===== config.mk =====
export PLATFORM = sky130hd
export DESIGN_NAME = smbus_cfg_slave
export DESIGN_NICKNAME = d
export VERILOG_FILES = /design/src/rtl/smbus_cfg_pkg.sv /design/src/rtl/smbus_line_cond.sv /design/src/rtl/smbus_cfg_ctrl.sv /design/src/rtl/smbus_cfg_datapath.sv /design/src/rtl/smbus_cfg_slave.sv
export SDC_FILE = /design/constraint.sdc
export NUM_CORES = 1
export LEC_CHECK = 0
export BUFFER_PORTS_ARGS = -buffer_cell sky130_fd_sc_hd__clkbuf_2
export CORE_MARGIN = 8
export CORE_UTILIZATION = 50
export CTS_BUF_LIST = sky130_fd_sc_hd__clkbuf_2 sky130_fd_sc_hd__clkbuf_4 sky130_fd_sc_hd__clkbuf_8
export CTS_CLUSTER_DIAMETER = 150
export DETAILED_ROUTE_END_ITERATION = 8
export GPL_TIMING_DRIVEN = 0
export HOLD_SLACK_MARGIN = 0.02
export PLACE_DENSITY = 0.81
export SLEW_MARGIN = 0
export SYNTH_ARGS = -nofsm -noshare
export SYNTH_HDL_FRONTEND = slang
export SYNTH_SLANG_ARGS = --single-unit

===== constraint.sdc =====
create_clock -name clk -period 3.4 [get_ports clk]
set_input_delay 0.68 -clock clk [delete_from_list [all_inputs] [get_ports clk]]
set_output_delay 0.68 -clock clk [all_outputs]
set_load 0.1 [all_outputs]

===== src/rtl/smbus_cfg_pkg.sv =====
package smbus_cfg_pkg;

  localparam int BYTE_W = 8;

  typedef enum logic [2:0] {
    ST_IDLE,
    ST_ADDR,
    ST_ACK,
    ST_DATA,
    ST_SKIP
  } busState_t;

  // strobes from control to datapath
  typedef struct packed {
    logic shiftEn;
    logic wrEn;
    logic ptrClr;
  } dpStrobe_t;

  // filtered bus events, one system cycle wide
  typedef struct packed {
    logic rise;
    logic fall;
    logic start;
    logic stop;
  } busEvent_t;

endpackage


===== src/rtl/smbus_line_cond.sv =====
module smbus_line_cond #(
  parameter bit FILTER_EN  = 1'b1,
  parameter int FILTER_LEN = 3
) (
  input  logic clk,
  input  logic rstN,
  input  logic lineIn,
  output logic lineOut
);

  localparam int CNT_W = $clog2(FILTER_LEN + 1);

  logic [1:0] syncQ;

  always_ff @(posedge clk or negedge rstN) begin
    if (!rstN) syncQ <= 2'b11;
    else       syncQ <= {syncQ[0], lineIn};
  end

  generate
    if (FILTER_EN) begin : g_filt
      logic [CNT_W-1:0] stableCnt;
      logic             filtQ;

      // accept a new level only after FILTER_LEN matching samples
      always_ff @(posedge clk or negedge rstN) begin
        if (!rstN) begin
          filtQ     <= 1'b1;
          stableCnt <= '0;
        end else if (syncQ[1] == filtQ) begin
          stableCnt <= '0;
        end else if (stableCnt == CNT_W'(FILTER_LEN - 1)) begin
          filtQ     <= syncQ[1];
          stableCnt <= '0;
        end else begin
          stableCnt <= stableCnt + 1'b1;
        end
      end

      assign lineOut = filtQ;
    end else begin : g_pass
      assign lineOut = syncQ[1];
    end
  endgenerate

endmodule


===== src/rtl/smbus_cfg_ctrl.sv =====
module smbus_cfg_ctrl
  import smbus_cfg_pkg::*;
#(
  parameter logic [6:0] DEV_ADDR = 7'h69
) (
  input  logic              clk,
  input  logic              rstN,
  input  logic              pwrDownN,
  input  logic              sclF,
  input  logic              sdaF,
  input  logic [BYTE_W-1:0] rxByte,
  output dpStrobe_t         strobe,
  output busEvent_t         busEv,
  output logic              sdaOe,
  output logic              xferValid
);

  busState_t  state;
  logic       prevScl, prevSda;
  logic [3:0] bitCnt;
  logic [1:0] byteIdx;   // 0 command, 1 count, 2 data (saturating)
  logic       afterAddr;
  logic       byteFull, addrHit;

  always_comb begin
    busEv.rise  = pwrDownN & sclF & ~prevScl;
    busEv.fall  = pwrDownN & ~sclF & prevScl;
    busEv.start = pwrDownN & sclF & prevScl & ~sdaF & prevSda;
    busEv.stop  = pwrDownN & sclF & prevScl & sdaF & ~prevSda;
  end

  assign byteFull = (bitCnt == 4'd8);
  assign addrHit  = (rxByte[7:1] == DEV_ADDR) && !rxByte[0] && (rxByte[7:1] != 7'd0);

  always_comb begin
    strobe.shiftEn = busEv.rise && !byteFull &&
                     ((state == ST_ADDR) || (state == ST_DATA));
    strobe.wrEn    = busEv.fall && byteFull && (state == ST_DATA) && (byteIdx == 2'd2);
    strobe.ptrClr  = busEv.start;
  end

  always_ff @(posedge clk or negedge rstN) begin
    if (!rstN) begin
      state     <= ST_IDLE;
      prevScl   <= 1'b1;
      prevSda   <= 1'b1;
      bitCnt    <= '0;
      byteIdx   <= '0;
      afterAddr <= 1'b0;
      sdaOe     <= 1'b0;
      xferValid <= 1'b0;
    end else begin
      prevScl <= sclF;
      prevSda <= sdaF;
      if (!pwrDownN) begin
        state  <= ST_IDLE;
        sdaOe  <= 1'b0;
        bitCnt <= '0;
      end else if (busEv.start) begin
        state     <= ST_ADDR;
        bitCnt    <= '0;
        byteIdx   <= '0;
        afterAddr <= 1'b1;
        sdaOe     <= 1'b0;
        xferValid <= 1'b0;
      end else if (busEv.stop) begin
        state <= ST_IDLE;
        sdaOe <= 1'b0;
      end else begin
        if (strobe.shiftEn) bitCnt <= bitCnt + 1'b1;
        if (busEv.fall) begin
          unique case (state)
            ST_ADDR: if (byteFull) begin
              if (addrHit) begin
                state <= ST_ACK;
                sdaOe <= 1'b1;
              end else begin
                state <= ST_SKIP;
              end
            end
            ST_DATA: if (byteFull) begin
              state <= ST_ACK;
              sdaOe <= 1'b1;
            end
            ST_ACK: begin
              sdaOe  <= 1'b0;
              state  <= ST_DATA;
              bitCnt <= '0;
              if (!afterAddr) begin
                if (byteIdx == 2'd1) xferValid <= 1'b1;
                if (byteIdx != 2'd2) byteIdx <= byteIdx + 1'b1;
              end
              afterAddr <= 1'b0;
            end
            default: ;
          endcase
        end
      end
    end
  end

endmodule


===== src/rtl/smbus_cfg_datapath.sv =====
module smbus_cfg_datapath
  import smbus_cfg_pkg::*;
#(
  parameter int NUM_REGS = 4
) (
  input  logic                       clk,
  input  logic                       rstN,
  input  logic                       sdaF,
  input  dpStrobe_t                  strobe,
  output logic [BYTE_W-1:0]          rxByte,
  output logic [NUM_REGS*BYTE_W-1:0] cfgRegs
);

  localparam int PTR_W = $clog2(NUM_REGS + 1);

  logic [BYTE_W-1:0] shiftQ;
  logic [PTR_W-1:0]  wrPtr;

  always_ff @(posedge clk or negedge rstN) begin
    if (!rstN)               shiftQ <= '0;
    else if (strobe.shiftEn) shiftQ <= {shiftQ[BYTE_W-2:0], sdaF};
  end

  // pointer parks at NUM_REGS, which selects no register
  always_ff @(posedge clk or negedge rstN) begin
    if (!rstN)              wrPtr <= '0;
    else if (strobe.ptrClr) wrPtr <= '0;
    else if (strobe.wrEn && (wrPtr != PTR_W'(NUM_REGS))) wrPtr <= wrPtr + 1'b1;
  end

  generate
    for (genvar i = 0; i < NUM_REGS; i++) begin : g_reg
      logic [BYTE_W-1:0] regQ;
      always_ff @(posedge clk or negedge rstN) begin
        if (!rstN) regQ <= '0;
        else if (strobe.wrEn && (wrPtr == PTR_W'(i))) regQ <= shiftQ;
      end
      assign cfgRegs[i*BYTE_W +: BYTE_W] = regQ;
    end
  endgenerate

  assign rxByte = shiftQ;

endmodule


===== src/rtl/smbus_cfg_slave.sv =====
module smbus_cfg_slave
  import smbus_cfg_pkg::*;
#(
  parameter logic [6:0] DEV_ADDR   = 7'h69,
  parameter int         NUM_REGS   = 4,
  parameter bit         FILTER_EN  = 1'b1,
  parameter int         FILTER_LEN = 3
) (
  input  logic                       clk,
  input  logic                       rstN,
  input  logic                       pwrDownN,
  input  logic                       sclIn,
  input  logic                       sdaIn,
  output logic                       sdaOe,
  output logic                       xferValid,
  output logic [NUM_REGS*BYTE_W-1:0] cfgRegs
);

  logic [1:0]        lineRaw, lineF;   // [0] clock, [1] data
  logic [BYTE_W-1:0] rxByte;
  dpStrobe_t         strobe;
  busEvent_t         busEv;

  assign lineRaw = {sdaIn, sclIn};

  generate
    for (genvar l = 0; l < 2; l++) begin : g_line
      smbus_line_cond #(.FILTER_EN(FILTER_EN), .FILTER_LEN(FILTER_LEN)) u_cond (
        .clk(clk), .rstN(rstN), .lineIn(lineRaw[l]), .lineOut(lineF[l])
      );
    end
  endgenerate

  smbus_cfg_ctrl #(.DEV_ADDR(DEV_ADDR)) u_ctrl (
    .clk(clk), .rstN(rstN), .pwrDownN(pwrDownN),
    .sclF(lineF[0]), .sdaF(lineF[1]), .rxByte(rxByte),
    .strobe(strobe), .busEv(busEv), .sdaOe(sdaOe), .xferValid(xferValid)
  );

  smbus_cfg_datapath #(.NUM_REGS(NUM_REGS)) u_dp (
    .clk(clk), .rstN(rstN), .sdaF(lineF[1]), .strobe(strobe),
    .rxByte(rxByte), .cfgRegs(cfgRegs)
  );

endmodule


==> results of run 1 <==
path summary, 6_finish.rpt:
kind | from | endpoint
max | u_ctrl.bitCnt[0] | u_dp.g_reg[2].regQ[4]
min | g_line[1].u_cond.syncQ[0] | g_line[1].u_cond.syncQ[1]
max reg2reg | u_ctrl.bitCnt[0] | u_dp.g_reg[2].regQ[4]
min reg2reg | g_line[1].u_cond.syncQ[0] | g_line[1].u_cond.syncQ[1]
max in group asynchronous | rstN | u_dp.g_reg[2].regQ[0]
min in group asynchronous | rstN | g_line[1].u_cond.g_filt.stableCnt[0]
state kept, by name (all words and copies together) (netlist names), 2 cells and up:
name                            cells
u_dp.wrPtr                          3
u_dp.g.regQ                        32
g_line.u_cond.syncQ                 4
u_ctrl.byteIdx                      2
u_ctrl.state                        3
g_line.u_cond.lineOut               2
g_line.u_cond.g_filt.stableCnt      4
u_ctrl.bitCnt                       4
u_dp.rxByte                         8
per-stage QoR:
step / hold slack, ps / total power [mW] / cell area, µm² / worst slack [ps] / utilization [%]
6_report: 357 / 1.91 / 3380 / 1250 / 60.9
5_1_grt: 363 / 1.99 / 3380 / 1080 / 60.9
4_1_cts: 359 / 1.93 / 3380 / 1260 / 60.9
3_5_place_dp: 349 / 1.20 / 3150 / 1040 / 56.9
3_3_place_gp: 347 / 1.18 / 3150 / 1080 / 56.9
2_1_floorplan: 345 / 1.13 / 2870 / 1510 / -
kinds of logic (layout without fill, tap and decap cells):
group                    Yosys count  in the layout  synth area share, %
buffers and inverters             15             69                 2.27
AO/OA/AOI/OAI                     21             21                 5.27
AND/OR/NAND/NOR                   45             45                 11.0
XOR/XNOR                           3              3                0.915
multiplexers                      46             46                 17.9
adder cells (fa/ha/maj)            9              9                 3.92
flip-flops                        67             67                 58.7
power by group:
part | leakage [nW] | switching [mW] | total [mW] | internal (mW)
clock | 0.110 | 0.304 | 0.726 | 0.422
sequential | 0.901 | 0.0596 | 0.942 | 0.883
combinational | 0.709 | 0.142 | 0.242 | 0.100
total | 1.72 | 0.506 | 1.91 | 1.40
worst max-delay path, cell delays in order, from the launching register on:
cell and delay, ps:
dfrtp_1 420, inv_1 90, ha_1 160, nand3b_1 150, nor4_4 400, nand4_2 420
mux2_2 410
cell type report:
cell class / count / area (µm²)
Buffer: 4 / 23.8
Clock buffer: 10 / 131
Clock inverter: 6 / 90.1
Fill cell: 452 / 2160
Inverter: 11 / 41.3
Multi-Input combinational cell: 124 / 1120
Sequential cell: 67 / 1690
Tap cell: 72 / 90.1
Timing Repair Buffer: 38 / 193
synthesized netlist by cell type, drive strengths merged (2+ instances only):
library cell / number
a31oi: 2
nand3b: 3
nor3: 3
nor3b: 4
dfrtp: 59
nor4: 2
or4bb: 2
ha: 9
nand2: 9
o31ai: 3
buf: 3
a21bo: 2
dfstp: 8
nor2: 4
nor2b: 3
o21ai: 4
a21oi: 2
xnor2: 2
a31o: 2
nand3: 5
mux2: 42
nand4: 4
inv: 11
mux2i: 4
per-layer routing:
layer / track usage [%] / part of all wire [%] / up-vias
met5: 0 / 0 / -
met1: 17.1 / 46 / 897
met3: 2.93 / 3.6 / 12
li1: - / - / 838
met2: 21.5 / 48 / 37
met4: 9.26 / 2.9 / 0
==> flow_summary.json, run 1 <==
{
  "syn_nets": 220,
  "fin_skew_ps": 8.08,
  "postCtsHoldBufs": 0,
  "ant_nets": 0,
  "clock-sinks": 67,
  "area_growth_pct": 17.6,
  "yosysSeqAreaShare_pct": 58.7,
  "fmax_mhz": 464,
  "min_path_cells": 0,
  "ir_drop_mv": 0.418,
  "clock_latency_ps": 350,
  "synth_area_leaders": "dfrtp_1 (51%), mux2_2 (16%), dfstp_2 (7.3%)",
  "yosys_most_used_dff": "dfrtp_1",
  "yosysTopAreaCell": "dfrtp_1",
  "io-pin-count": 39,
  "antenna_found_initial": 0,
  "dieWidth_um": 91.8,
  "cp.arrival_ps": 2390,
  "hp-class": "flop to flop",
  "drv_slew": 0,
  "postCtsSetupBuffers": 0,
  "port_buffers": 38,
  "rows": 27,
  "fin_crit_sh_pct": 63.4,
  "grt_max_degree": 68,
  "routed_via_density": 5.37,
  "async_flop_share_pct": 100,
  "dp_hpwl_um": 3750,
  "routed_wl_um": 5420,
  "p_leak_nw": 1.72,
  "max_slew.worst_pin.slew_ps": 877,
  "layout_commonest_cell": "dfrtp_1",
  "vias": 1784,
  "ys_types": 44,
  "h-tree-depth": 3,
  "period_needed_ps": 2150,
  "netlist_instances": 206,
  "r2r_cells": 6,
  "drtIter0Drc": 72,
  "grt_pass1_vias": 1909,
  "synth-seq-cells": 67,
  "grt.total_usage_pct": 13.9,
  "grt_overflow": 0,
  "cp-start-kind": "flop",
  "fp.dieH_um": 91.8,
  "clk_pin_slew_ps": 70,
  "finalSetupTns_ps": 0,
  "drc": 0,
  "layout.nets": 269,
  "rsz0062_at_grt": "no",
  "synth_edf_count": 0,
  "synth_warnings": 0,
  "critPathMaxFanout": 8,
  "setup_violations": 0,
  "reg2reg_slack_ps": 1250,
  "grt_pass1_wl_um": 9240,
  "clock-root-buffer": "clkbuf_8",
  "synth_area_per_cell_um2": 13.9,
  "num_antenna_cells": 0,
  "status": "complete, no violations",
  "clock_path_buffers": 2,
  "coreArea_um2": 5540,
  "crit_type": "flop to flop",
  "start_util_pct": 51.8,
  "crit_required_ps": 3630,
  "hold_viol": 0,
  "syn_area_um2": 2870,
  "cts_buffers": 9,
  "cts_tree": "built",
  "die_area_um2": 8420,
  "drt-pass1-iter-count": 4,
  "wl_per_cell_um": 16.3,
  "power_density_nw_per_um2": 566,
  "synth_top_area_share_pct": 51.4,
  "drive_gt1_share_pct": 44.6,
  "gp_congestion": 0.748,
  "final_cell_mix": "dfrtp_1 (59), mux2_2 (41), clkbuf_2 (37)",
  "drv_cap": 0,
  "endpoint_kind": "flop",
  "instances_no_fill": 332,
  "dp_cells": 316,
  "max_slew_margin_pct": 41.6,
  "ctsResizeCount": 0
}
Note: power is estimated with default switching activity, not from simulation.
==> inputs of run 2 (changes only) <==
--- a/config.mk
+++ b/config.mk
@@ -5,6 +5,7 @@
 export SDC_FILE = /design/constraint.sdc
 export NUM_CORES = 1
 export LEC_CHECK = 0
+export ABC_AREA = 1
 export BUFFER_PORTS_ARGS = -buffer_cell sky130_fd_sc_hd__clkbuf_2
 export CORE_MARGIN = 8
 export CORE_UTILIZATION = 50
==> constraint.sdc (replaced) <==
create_clock -name clk -period 2 [get_ports clk]
set_input_delay 0.4 -clock clk [delete_from_list [all_inputs] [get_ports clk]]
set_output_delay 0.4 -clock clk [all_outputs]
set_load 0.1 [all_outputs]
==> flow_summary.json, run 2 <==
{
  "status": "complete, no violations",
  "cts_buffers": 9,
  "postCtsHoldBufs": 0,
  "clock-sinks": 67,
  "synth_top_area_share_pct": 48.8,
  "io-pin-count": 39,
  "p_leak_nw": 1.96,
  "yosysSeqAreaShare_pct": 55.7,
  "grt_max_degree": 68,
  "fmax_mhz": 607,
  "coreArea_um2": 5890,
  "ant_nets": 0,
  "fin_crit_sh_pct": 82.4,
  "cp.arrival_ps": 1880,
  "async_flop_share_pct": 100,
  "antenna_found_initial": 0,
  "synth_edf_count": 0,
  "grt_pass1_wl_um": 10500,
  "hold_viol": 0,
  "yosysTopAreaCell": "dfrtp_1",
  "clk_pin_slew_ps": 70,
  "largest_reg_flops": 32,
  "critPathMaxFanout": 10,
  "endpoint_kind": "flop",
  "hp-class": "input port to flop",
  "r2r_end": "u_dp.g_reg[2].regQ[0]",
  "dp_hpwl_um": 4370,
  "synth_area_leaders": "dfrtp_1 (49%), nand2_1 (15%), dfstp_2 (6.9%)",
  "max_slew.worst_pin.slew_ps": 887,
  "num_antenna_cells": 0,
  "synth_warnings": 0,
  "rows": 28,
  "gp_congestion": 0.849,
  "ys_types": 28,
  "synth-seq-cells": 67,
  "synth_area_per_cell_um2": 8.74,
  "clock_path_buffers": 2,
  "routed_via_density": 4.92,
  "fp.dieH_um": 93.8,
  "port_buffers": 37,
  "wl_per_cell_um": 13.0,
  "rsz0062_at_grt": "no",
  "reg2reg_slack_ps": 350,
  "clock-root-buffer": "clkbuf_8",
  "cp-start-kind": "flop",
  "slowest_delay_ps": 390,
  "cts_tree": "built",
  "crit_type": "flop to flop",
  "hold_start": "sdaIn",
  "setup_violations": 0,
  "r2r_cells": 9,
  "fillers": 538,
  "routed_wl_um": 6160,
  "drv_cap": 0,
  "vias": 2333,
  "ctsResizeCount": 0,
  "crit_chain": "inv_1, ha_1, nand2_1, nor3_4, nand2_4, inv_8, nand2_2, nand2_1, nand2_1",
  "period_needed_ps": 1650,
  "drive_gt1_share_pct": 19.8,
  "yosysMostFrequentCell": "nand2_1",
  "drt-pass1-iter-count": 4,
  "reg2reg_from": "u_ctrl.byteIdx[0]",
  "layout_commonest_cell": "nand2_1",
  "crit_top_cell": "nand2_1",
  "drv_slew": 0,
  "grt_pass1_vias": 2371,
  "start_util_pct": 51.4,
  "grt.total_usage_pct": 15.1,
  "ir_drop_mv": 1.13,
  "fin_skew_ps": 8.69,
  "design_area_um2": 3520,
  "final_cell_mix": "nand2_1 (122), dfrtp_1 (59), nand3_1 (39)",
  "cp_slowest_cell": "dfrtp_1",
  "max_slew_margin_pct": 40.9,
  "power_density_nw_per_um2": 991,
  "dieWidth_um": 93.8,
  "regMostFlops": "u_dp.g.regQ",
  "h-tree-depth": 3,
  "yosys_most_used_dff": "dfrtp_1",
  "finalSetupTns_ps": 0,
  "dpl-instance-area_um2": 3310,
  "area_growth_pct": 16.3,
  "clock_latency_ps": 340,
  "drtIter0Drc": 127,
  "crit_required_ps": 2230,
  "syn_nets": 360,
  "holdPathEnd": "g_line[1].u_cond.syncQ[0]",
  "netlist_instances": 346,
  "utilization_pct": 59.8,
  "postCtsSetupBuffers": 0,
  "grt_overflow": 0,
  "drc": 0,
  "min_path_cells": 1,
  "layout.nets": 408,
  "yosys-top-cells-count": "nand2_1 (122), dfrtp_1 (59), nand3_1 (39)",
  "die_area_um2": 8800,
  "syn_area_um2": 3030
}
-- run 2: cell types whose count changed after synthesis, moves of 3 or more --
| cell | delta |
|---|---|
| inv_1 | +22 |
| mux2_2 | -41 |
| mux2i_1 | -4 |
| nand2_1 | +113 |
| nand2_2 | +3 |
| nand3_1 | +35 |
| nand4_2 | -3 |
| nor2_1 | +10 |
| nor2b_1 | -3 |
| nor3b_1 | -4 |
| o21ai_0 | +24 |
| o31ai_1 | -3 |
-- run 2: critical path: cells and delay by family, from the launching register on --
| family | cells | cell delay (ps) |
|---|---|---|
| buffers and inverters | 2 | 200 |
| and+or+nand+nor | 6 | 790 |
| DFF | 1 | 390 |
| adders and majority gates | 1 | 170 |
-- run 2: through the flow --
stage | hold WS (ps) | setup WS, ps | cells | power [mW]
6_report | 140 | 352 | 474 | 3.49
5_1_grt | 123 | 199 | 474 | 3.68
4_1_cts | 122 | 345 | 474 | 3.52
3_5_place_dp | 351 | 352 | 458 | 2.35
3_3_place_gp | 346 | 108 | 458 | 2.32
2_1_floorplan | 104 | 537 | 346 | 2.16
-- run 2: logic make-up after synthesis --
| group | count (synthesis) | synth area share [%] |
|---|---|---|
| compound gates | 32 | 5.38 |
| xor+xnor | 4 | 1.16 |
| fa+ha+maj | 9 | 3.72 |
| buf+inv | 42 | 6.37 |
| flops | 67 | 55.7 |
| simple gates | 192 | 27.6 |
-- run 2: power breakdown --
part	switching (mW)	total (mW)	internal, mW
registers	0.228	1.80	1.57
clock network	0.485	1.16	0.673
logic	0.364	0.534	0.169
-- run 2: how the worst max path moves through the flow --
stage / start / endpoint / slack (ps) / cells after the start
floorplan: u_ctrl.byteIdx[0] / u_dp.g_reg[2].regQ[0] / 540 / 9
global placement: rstN / u_ctrl.byteIdx[0] / 110 / 1
detailed placement: u_ctrl.byteIdx[0] / u_dp.g_reg[2].regQ[4] / 350 / 9
CTS: u_ctrl.byteIdx[0] / u_dp.g_reg[2].regQ[0] / 340 / 9
global route: u_dp.wrPtr[0] / u_dp.g_reg[2].regQ[7] / 200 / 7
finish: u_ctrl.byteIdx[0] / u_dp.g_reg[2].regQ[0] / 350 / 9
-- run 2: final cells by class --
type	count	area, µm²	share of cell area, %
Buffer	6	50.0	1.42
Clock buffer	12	165	4.69
Clock inverter	4	47.5	1.35
Inverter	36	143	4.05
Multi-Input combinational cell	237	1150	32.6
Sequential cell	67	1690	47.9
Tap cell	75	93.8	2.67
Timing Repair Buffer	37	188	5.33
-- run 2: layer usage --
metal	routed length, µm	track usage [%]
met3	367	5.04
met1	2700	17.3
met4	87	6.61
met5	0	0
met2	3000	25.2
